--- src/rtl/adc_seq_pkg.sv ---
package adc_seq_pkg;
  typedef enum logic [1:0] {PH_SETTLE, PH_SAMPLE, PH_FINISH, PH_DIVIDE} seqPhase_t;

  // strobes from the sequencer to the datapath
  typedef struct packed {
    logic clr;      // clear decimator integrators
    logic smp;      // integrate the current modulator bit
    logic fin;      // slot finished, capture result of the current slot
    logic divStep;  // one restoring-division step for the gain
    logic divLast;  // final division step, load gain
  } seqStrobe_t;
endpackage

--- src/rtl/adc_seq_ctrl.sv ---
module adc_seq_ctrl
  import adc_seq_pkg::*;
#(
  parameter int NUM_CH    = 4,
  parameter int DECIM     = 1000,
  parameter int SETTLE    = 16,
  parameter int DIV_STEPS = 23
) (
  input  logic                          clk,
  input  logic                          rstN,
  input  logic                          blank,
  output seqStrobe_t                    stb,
  output logic [$clog2(NUM_CH+2)-1:0]   slot
);
  localparam int SELW = $clog2(NUM_CH + 2);
  localparam int M1   = (DECIM > SETTLE) ? DECIM : SETTLE;
  localparam int M2   = (M1 > DIV_STEPS) ? M1 : DIV_STEPS;
  localparam int CW   = $clog2(M2 + 1);
  localparam logic [SELW-1:0] LAST = SELW'(NUM_CH + 1);

  seqPhase_t phase;
  logic [CW-1:0] cnt;

  always_comb begin
    stb.clr     = (phase == PH_SETTLE);
    stb.smp     = (phase == PH_SAMPLE) && !blank;
    stb.fin     = (phase == PH_FINISH);
    stb.divStep = (phase == PH_DIVIDE);
    stb.divLast = (phase == PH_DIVIDE) && (cnt == CW'(DIV_STEPS - 1));
  end

  always_ff @(posedge clk or negedge rstN) begin
    if (!rstN) begin
      phase <= PH_SETTLE;
      cnt   <= '0;
      slot  <= '0;
    end else begin
      unique case (phase)
        PH_SETTLE: begin
          if (blank) cnt <= '0;
          else if (cnt == CW'(SETTLE - 1)) begin
            phase <= PH_SAMPLE;
            cnt   <= '0;
          end else cnt <= cnt + 1'b1;
        end
        PH_SAMPLE: begin
          if (blank) begin
            phase <= PH_SETTLE;
            cnt   <= '0;
          end else if (cnt == CW'(DECIM - 1)) begin
            phase <= PH_FINISH;
            cnt   <= '0;
          end else cnt <= cnt + 1'b1;
        end
        PH_FINISH: begin
          cnt <= '0;
          if (slot == LAST) begin
            slot  <= '0;
            phase <= PH_DIVIDE;
          end else begin
            slot  <= slot + 1'b1;
            phase <= PH_SETTLE;
          end
        end
        PH_DIVIDE: begin
          if (cnt == CW'(DIV_STEPS - 1)) begin
            phase <= PH_SETTLE;
            cnt   <= '0;
          end else cnt <= cnt + 1'b1;
        end
        default: phase <= PH_SETTLE;
      endcase
    end
  end
endmodule

--- src/rtl/adc_seq_dpath.sv ---
module adc_seq_dpath
  import adc_seq_pkg::*;
#(
  parameter int NUM_CH    = 4,
  parameter int DECIM     = 1000,
  parameter int RES_W     = 12,
  parameter int GAIN_FRAC = 11
) (
  input  logic                          clk,
  input  logic                          rstN,
  input  logic                          modBit,
  input  seqStrobe_t                    stb,
  input  logic [$clog2(NUM_CH+2)-1:0]   slot,
  output logic [NUM_CH*RES_W-1:0]       results,
  output logic [NUM_CH-1:0]             resultValid
);
  localparam int SELW = $clog2(NUM_CH + 2);
  localparam int FULL = DECIM * (DECIM + 1) / 2;
  localparam int SUMW = $clog2(FULL + 1);
  localparam int S1W  = $clog2(DECIM + 1);
  localparam int DVW  = RES_W + GAIN_FRAC;
  localparam int PW   = 2 * RES_W;
  localparam logic [RES_W-1:0] MAXV   = {RES_W{1'b1}};
  localparam logic [DVW-1:0]   DVD    = DVW'(MAXV) << GAIN_FRAC;
  localparam logic [SELW-1:0]  ZSLOT  = SELW'(NUM_CH);
  localparam logic [SELW-1:0]  FSLOT  = SELW'(NUM_CH + 1);

  // second-order integrate-and-dump decimator
  logic [S1W-1:0]  s1, s1Next;
  logic [SUMW-1:0] s2;
  logic [RES_W-1:0] raw;

  assign s1Next = s1 + S1W'(modBit);

  always_ff @(posedge clk or negedge rstN) begin
    if (!rstN) begin
      s1 <= '0;
      s2 <= '0;
    end else if (stb.clr) begin
      s1 <= '0;
      s2 <= '0;
    end else if (stb.smp) begin
      s1 <= s1Next;
      s2 <= s2 + SUMW'(s1Next);
    end
  end

  generate
    if (SUMW > RES_W) begin : g_shr
      assign raw = RES_W'(s2 >> (SUMW - RES_W));
    end else begin : g_shl
      assign raw = RES_W'(s2) << (RES_W - SUMW);
    end
  endgenerate

  // correction and gain division
  logic [RES_W-1:0] offset, gain, divisor, diff, span, corr;
  logic [PW-1:0]    prod, scaled;
  logic [RES_W:0]   rem, remShift;
  logic [DVW-1:0]   dvd, quot, quotNext;
  logic             remFits;

  always_comb begin
    diff     = (raw > offset) ? raw - offset : '0;
    prod     = PW'(diff) * PW'(gain);
    scaled   = prod >> GAIN_FRAC;
    corr     = (scaled > PW'(MAXV)) ? MAXV : scaled[RES_W-1:0];
    span     = (raw > offset) ? raw - offset : '0;
    remShift = {rem[RES_W-1:0], dvd[DVW-1]};
    remFits  = remShift >= {1'b0, divisor};
    quotNext = {quot[DVW-2:0], remFits};
  end

  always_ff @(posedge clk or negedge rstN) begin
    if (!rstN) begin
      offset  <= '0;
      gain    <= RES_W'(1) << GAIN_FRAC;
      divisor <= '0;
      rem     <= '0;
      dvd     <= '0;
      quot    <= '0;
    end else begin
      if (stb.fin && slot == ZSLOT) offset <= raw;
      if (stb.fin && slot == FSLOT) begin
        divisor <= span;
        dvd     <= DVD;
        rem     <= '0;
        quot    <= '0;
      end
      if (stb.divStep) begin
        dvd  <= dvd << 1;
        rem  <= remFits ? remShift - {1'b0, divisor} : remShift;
        quot <= quotNext;
      end
      if (stb.divLast)
        gain <= (quotNext > DVW'(MAXV)) ? MAXV : quotNext[RES_W-1:0];
    end
  end

  // per-channel result registers and strobes
  logic [RES_W-1:0] resReg [NUM_CH];

  always_ff @(posedge clk or negedge rstN) begin
    if (!rstN) begin
      resultValid <= '0;
      for (int k = 0; k < NUM_CH; k++) resReg[k] <= '0;
    end else begin
      for (int k = 0; k < NUM_CH; k++) begin
        resultValid[k] <= stb.fin && (slot == SELW'(k));
        if (stb.fin && slot == SELW'(k)) resReg[k] <= corr;
      end
    end
  end

  generate
    for (genvar g = 0; g < NUM_CH; g++) begin : g_out
      assign results[g*RES_W +: RES_W] = resReg[g];
    end
  endgenerate
endmodule

--- src/rtl/adc_seq_top.sv ---
module adc_seq_top
  import adc_seq_pkg::*;
#(
  parameter int NUM_CH    = 4,
  parameter int DECIM     = 1000,
  parameter int SETTLE    = 16,
  parameter int RES_W     = 12,
  parameter int GAIN_FRAC = 11
) (
  input  logic                          clk,
  input  logic                          rstN,
  input  logic                          modBit,
  input  logic                          blank,
  output logic [$clog2(NUM_CH+2)-1:0]   muxSel,
  output logic [NUM_CH*RES_W-1:0]       results,
  output logic [NUM_CH-1:0]             resultValid
);
  localparam int DIV_STEPS = RES_W + GAIN_FRAC;

  seqStrobe_t seqStb;

  adc_seq_ctrl #(
    .NUM_CH(NUM_CH), .DECIM(DECIM), .SETTLE(SETTLE), .DIV_STEPS(DIV_STEPS)
  ) u_ctrl (
    .clk(clk), .rstN(rstN), .blank(blank), .stb(seqStb), .slot(muxSel)
  );

  adc_seq_dpath #(
    .NUM_CH(NUM_CH), .DECIM(DECIM), .RES_W(RES_W), .GAIN_FRAC(GAIN_FRAC)
  ) u_dpath (
    .clk(clk), .rstN(rstN), .modBit(modBit), .stb(seqStb), .slot(muxSel),
    .results(results), .resultValid(resultValid)
  );
endmodule

--- config.mk ---
export PLATFORM = sky130hd
export DESIGN_NAME = adc_seq_top
export DESIGN_NICKNAME = d
export VERILOG_FILES = /design/src/rtl/adc_seq_pkg.sv /design/src/rtl/adc_seq_ctrl.sv /design/src/rtl/adc_seq_dpath.sv /design/src/rtl/adc_seq_top.sv
export SDC_FILE = /design/constraint.sdc
export NUM_CORES = 1
export LEC_CHECK = 0
export BUFFER_PORTS_ARGS = -buffer_cell sky130_fd_sc_hd__clkbuf_2
export CORE_MARGIN = 2
export CORE_UTILIZATION = 50
export CTS_BUF_LIST = sky130_fd_sc_hd__clkbuf_4 sky130_fd_sc_hd__clkbuf_8
export CTS_CLUSTER_SIZE = 40
export DETAILED_ROUTE_END_ITERATION = 8
export PLACE_DENSITY_LB_ADDON = 0.15
export SYNTH_ARGS = -nofsm -noshare
export SYNTH_HDL_FRONTEND = slang
export SYNTH_SLANG_ARGS = --single-unit
--- constraint.sdc ---
create_clock -name clk -period 23 [get_ports clk]
set_clock_uncertainty 0.15 [all_clocks]
set_input_delay 3.45 -clock clk [delete_from_list [all_inputs] [get_ports clk]]
set_output_delay 3.45 -clock clk [all_outputs]
set_load 0.03 [all_outputs]
==> impl_metrics.toml, run 1 <==
[grt]
global_route_wire_length_before_repair_um = 50500
grt_pass1_vias = 9934
grt_start_max_net_pins = 107
grtUsageTotal = 0.223
global_route.overflow_total = 0
number_of_antenna_violations_at_the_first_check_in_global_routing = 0

[setup_path]
crit_path_end_kind = "flip-flop"
worst_path_largest_cell_delay_ps = 690
cp_data_arrival_time_ps = 8250
cpMostUsedCell = "fa_1"
critical_path_peak_fanout = 12
slowest_stage = "nor2_1"
crit_required_ps = 23260
setup.worst_path.class = "reg2reg"
regToRegStartpoint = "u_dpath.s2[8]"
rr_worst_depth = 28
crit_start = "u_dpath.s2[8]"
worst_reg_to_reg_setup_slack_ps = 15010
timing.rr.end = "u_dpath.results[11]"
critical_path.startpoint_type = "flip-flop"

[routing]
routed-via-count = 9767
remaining_drc_errors = 0
drt_iter0_markers = 723
routed_wl_um = 29100
drt_pass1_iterations = 5
detail_route.vias_per_cell = 5.45
route.detailed.wl_per_inst_um = 16.2
antenna_left = 0

[pwr]
power.share.combinational = 0.015
power_report.internal_total_w = 0.000397
power.switching_fraction = 0.260
leakage_nw = 7.27
irDropWorstVdd_v = 0.0000294
power_density_mw_per_mm2 = 37.7
pwr-share-seq = 0.584
share_clk_of_total_power = 0.401
net-switching-power_w = 0.000139
post-layout-total-power_w = 0.000537

[timing]
unrepaired_setup_endpoints_after_global_routing = "no"
clock.fmax_mhz = 125
remaining_max_slew_budget_at_the_tightest_pin = 0.329
final.min_clock_period_ps = 7990
slew_viol_final = 0
setup_total_negative_slack_ps = 0
final.period_utilization = 0.348
finalSetupViolCount = 0
timing.hold.ws_ps = 338
hold_viol = 0
worst-slew-pin-transition_ps = 1010

[clock_tree]
hold_buffers = 0
cts.path.max_buffers = 2
clockRootBuffer = "clkbuf_8"
clock-sinks = 178
cts_tree = "yes"
clock_latency_ps = 490
postCtsSetupRepairBufs = 0
clkTransAtPathRegs_ps = 110
post_cts.resized_instances = 0
cts.htree.levels = 4
cts-buffers-inserted = 17

[flow_run]
max_cap_violations = 0

[floorplan]
core_region_area_mm2 = 0.0260
dieHeight_um = 166
die_x_um = 166
initial_utilization = 0.508
rows = 59
io_pins = 59
die_area_mm2 = 0.0277

[worst_hold_path]
hold_path_startpoint = "u_ctrl.cnt[0]"
end_point_of_the_worst_hold_path = "u_ctrl.cnt[0]"
holdPathStages = 1
hold_removal_path_class = "reg2reg"

[synth]
synth_sequential_area_ratio = 0.338
yosys_register_bits = 178
netlist_area_mm2 = 0.0132
ys_top_cells_by_area = "dfrtp_1 34%, fa_1 15%, ha_1 9.2%, nand2_1 6.5%, inv_1 4.6%"
yosys_top_cell_area_share = 0.336
synth.avg_cell_area_um2 = 9.36
post_synth_inst_count = 1409
postSynth.topFlopCell = "dfrtp_1"
largest_area_contributor_in_the_synthesized_netlist = "dfrtp_1"
postSynth.asyncResetShare = 1.00
syn_nets = 1612
number_of_distinct_library_cells_after_synthesis = 60
synth_edf_count = 0
synthesis.yosys.warnings = 0

[layout]
layout_common_cells = "227 x nand2_1, 177 x dfrtp_1, 162 x inv_1"
final_core_util = 0.548
diodes = 0
finalNetCount = 1648
area_growth_pct = 7.86
drive_gt1_frac = 0.0974
mostFrequentLayoutCell = "nand2_1"

[placement]
port-buffer-count = 58
place_hpwl_um = 21400
gp_congestion = 0.884

[run_status]
run_status = "finished clean"
-- kinds of logic after synthesis --
logic type                 Yosys count  share of synthesized area
DFF                                178                      0.338
adders and majority gates          199                      0.247
muxes                               24                     0.0188
xor gates and xnor gates            54                     0.0373
AOI/OAI and AO/OA                  247                      0.127
buffers and inverters              226                     0.0648
and+or+nand+nor                    481                      0.168
-- metrics by stage --
step	instances	worst slack (ps)	cell area, µm²
finish	1793	15010	14200
global route	1793	14400	14200
CTS	1793	15060	14200
detailed placement	1761	15110	13900
global placement	1761	15240	13900
floorplan	1409	15700	13200
-- critical path: cells and delay by family (launching register included) --
family	cells	cell delay (ps)
AOI/OAI and AO/OA	8	1790
xor gates and xnor gates	1	150
adders and majority gates	7	3160
buffers and inverters	3	140
DFF	1	460
muxes	2	640
and+or+nand+nor	7	1420
-- cell usage after synthesis (38+ instances only) --
cell type and count:
o21ai_0 85, inv_1 162, nand3_1 44, ha_1 97, fa_1 102, o22a_1 53, nor2_1 77, and2_1 42
nand2_1 227, a21oi_1 46, xnor2_1 38, dfrtp_1 177, clkbuf_1 58
-- worst max path at each step --
stage                                      to  slack, ps  cells past startpoint
after floorplan            u_dpath.results[0]      15700                     30
after global placement    u_dpath.results[11]      15240                     25
after detailed placement  u_dpath.results[35]      15110                     25
after CTS                 u_dpath.results[11]      15060                     25
after global routing      u_dpath.results[11]      14400                     28
final                     u_dpath.results[11]      15010                     28
-- cell type report --
type,count,area [µm²]
clock buffers,19,249
clock inverters,13,130
fillers,2385,11800
inverters,163,612
multi-input cells,1005,7910
flip-flops and latches,178,4460
well taps,335,419
repair buffers,80,462
-- state kept, by name, summed over array words and instances (netlist names) --
register	cells
u_dpath.offset	12
u_dpath.dvd	12
u_dpath.s2	19
u_ctrl.slot	3
u_dpath.results	48
u_dpath.gain	12
u_dpath.rem	12
u_ctrl.phase	2
u_dpath.s1	10
u_dpath.resultValid	4
u_dpath.quot	22
u_ctrl.cnt	10
u_dpath.divisor	12
-- per-layer routing --
layer,vias up,global-route usage,wire length [µm]
met4,0,0.0517,405
met5,-,0,0
li1,4732,-,-
met1,4829,0.314,13800
met2,183,0.368,13900
met3,23,0.0314,1020
-- power by group through the flow --
stage,sequential (W),combinational [W],clock [W]
2_1_floorplan,0.000320,0.00000119,0
3_3_place_gp,0.000320,0.00000840,0
3_5_place_dp,0.000320,0.00000852,0
4_1_cts,0.000314,0.00000848,0.000224
5_1_grt,0.000314,0.00000976,0.000236
6_report,0.000314,0.00000793,0.000215
Note: power is estimated with default switching activity, not from simulation.
==> run 2, diff against run 1 <==
- clock period: 23 -> 6.9 ns (I/O delays scaled with it)
==> run 2 against run 1 <==
Against the previous run: clock power grew to 3.1 times the previous value; non-clock buffer count grew 109; global-route usage grew 0.40 points; the run now ends with setup timing left; die area is the same; first-iteration DRC count shrank 29%; maximum frequency grew 14%; sequential share of layout area shrank 2.6 points; sequential power grew to 3.3 times the previous value; via count grew 4.1%.
==> impl_metrics.toml, run 2 (same netlist as run 1, synthesis figures left out) <==
[routing]
route.detailed.wl_per_inst_um = 15.7
drt_pass1_iterations = 5
remaining_drc_errors = 0
detail_route.vias_per_cell = 5.34
antenna_left = 0
routed-via-count = 10164
routed_wl_um = 29900
drt_iter0_markers = 516

[floorplan]
dieHeight_um = 166
rows = 59
die_x_um = 166
die_area_mm2 = 0.0277
core_region_area_mm2 = 0.0260
io_pins = 59
initial_utilization = 0.508

[timing]
setup_total_negative_slack_ps = -4130
final.min_clock_period_ps = 7020
post-route-worst-setup-slack_ps = -122
finalSetupViolCount = 48
remaining_max_slew_budget_at_the_tightest_pin = 0.339
slew_viol_final = 0
unrepaired_setup_endpoints_after_global_routing = "yes"
clock.fmax_mhz = 142
worst-slew-pin-transition_ps = 991
final.period_utilization = 1.02
hold_viol = 0

[layout]
mostFrequentLayoutCell = "nand2_1"
drive_gt1_frac = 0.205
area_growth_pct = 17.6
fin_cells = 1903
finalNetCount = 1759
largest_register_ffs = 48
layout_common_cells = "219 x nand2_1, 177 x dfrtp_1, 145 x inv_1"
diodes = 0
stdcell_area_mm2 = 0.0155

[setup_path]
setup.worst_path.class = "reg2reg"
worst_path_largest_cell_delay_ps = 580
crit_required_ps = 7100
kind_of_cell_adding_the_most_delay_to_the_critical_path = "adder cells"
regToRegStartpoint = "u_dpath.s2[7]"
slowest_stage = "fa_1"
critical_path_buf_inv_count = 6
critical_path_peak_fanout = 6
critical_path.startpoint_type = "flip-flop"
cp_data_arrival_time_ps = 7230
timing.rr.end = "u_dpath.results[41]"
rr_worst_depth = 32
worst_reg_to_reg_setup_slack_ps = -120
crit_path_end_kind = "flip-flop"

[clock_tree]
cts.htree.levels = 4
cts-buffers-inserted = 17
clock_latency_ps = 460
clockRootBuffer = "clkbuf_8"
clkTransAtPathRegs_ps = 110
cts_tree = "yes"
clock-sinks = 178
cts.path.max_buffers = 2

[placement]
gp_congestion = 0.879
placed_cells = 1855
place_hpwl_um = 22300
port-buffer-count = 58
placed_cell_area_mm2 = 0.0148

[pwr]
leakage_nw = 7.88
power.switching_fraction = 0.245
post-layout-total-power_w = 0.00174
net-switching-power_w = 0.000425
power_report.internal_total_w = 0.00131
pwr-share-seq = 0.602
power_density_mw_per_mm2 = 112
share_clk_of_total_power = 0.382
power.share.combinational = 0.015
irDropWorstVdd_v = 0.000106

[worst_hold_path]
hold_removal_path_class = "reg2reg"
hold_path_startpoint = "u_ctrl.cnt[0]"
end_point_of_the_worst_hold_path = "u_ctrl.cnt[0]"
holdPathStages = 1

[run_status]
failed_checks = "setup timing"
run_status = "complete, but fails checks"

[grt]
global_route.overflow_total = 0
global_route_wire_length_before_repair_um = 51700
grtUsageTotal = 0.227
number_of_antenna_violations_at_the_first_check_in_global_routing = 0
grt_pass1_vias = 10422
grt_start_max_net_pins = 108

[flow_run]
max_cap_violations = 0
run 2: area by class of cell:
| type | count | area (µm²) |
|---|---|---|
| multi-input cells | 1007 | 8360 |
| clock inverters | 13 | 103 |
| repair buffers | 189 | 1320 |
| inverters | 163 | 612 |
| clock buffers | 18 | 248 |
| flip-flops and latches | 178 | 4460 |
| fillers | 2258 | 10500 |
| well taps | 335 | 419 |
run 2: per-stage QoR:
| stage | hold WS (ps) | setup slack (ps) | utilization |
|---|---|---|---|
| after detailed placement | 318 | -333 | 0.568 |
| after global routing | 358 | -399 | 0.597 |
| after floorplan | 296 | 8.70 | - |
| after global placement | 310 | -243 | 0.568 |
| final | 340 | -122 | 0.597 |
| after CTS | 341 | -131 | 0.593 |
run 2: how the worst max path moves through the flow:
stage                 startpoint  slack, ps  cells after the start             endpoint
6_report           u_dpath.s2[7]       -120                     32  u_dpath.results[41]
5_1_grt            u_dpath.s2[7]       -400                     30  u_dpath.results[47]
4_1_cts            u_dpath.s2[7]       -130                     33  u_dpath.results[45]
3_5_place_dp   u_dpath.offset[0]       -330                     26  u_dpath.results[23]
3_3_place_gp   u_dpath.offset[0]       -240                     27   u_dpath.results[7]
2_1_floorplan      u_dpath.s2[7]          9                     30   u_dpath.results[0]
run 2: worst register-to-register path: cells and delay by family, from the launching register on:
family	cells	cell delay, ps
fa+ha+maj	8	3010
buf+inv	6	610
simple gates	5	620
flops	1	400
compound gates	12	1940
xor+xnor	1	190
run 2: power groups by stage:
| stage | clock network [W] | registers (W) | logic [W] |
|---|---|---|---|
| CTS | 0.000692 | 0.00105 | 0.0000286 |
| global route | 0.000733 | 0.00105 | 0.0000327 |
| finish | 0.000664 | 0.00104 | 0.0000267 |
| floorplan | 0 | 0.00107 | 0.00000396 |
| global placement | 0 | 0.00107 | 0.0000280 |
| detailed placement | 0 | 0.00107 | 0.0000286 |
run 2: what timing repair did:
item	4_1_cts	5_1_grt
pin swaps	44	18
gates resized for setup	39	34
buffers inserted	12	6
cloned	1	1
endpoints found under the setup margin	48	48
hold buffers	0	0
run 2: per-layer routing:
layer  GRT usage  wire length (µm)  part of all wire
met1       0.314             13900              0.46
met3      0.0347               877             0.029
met5           0                 0                 0
met2       0.375             14600              0.49
met4      0.0603               550             0.018
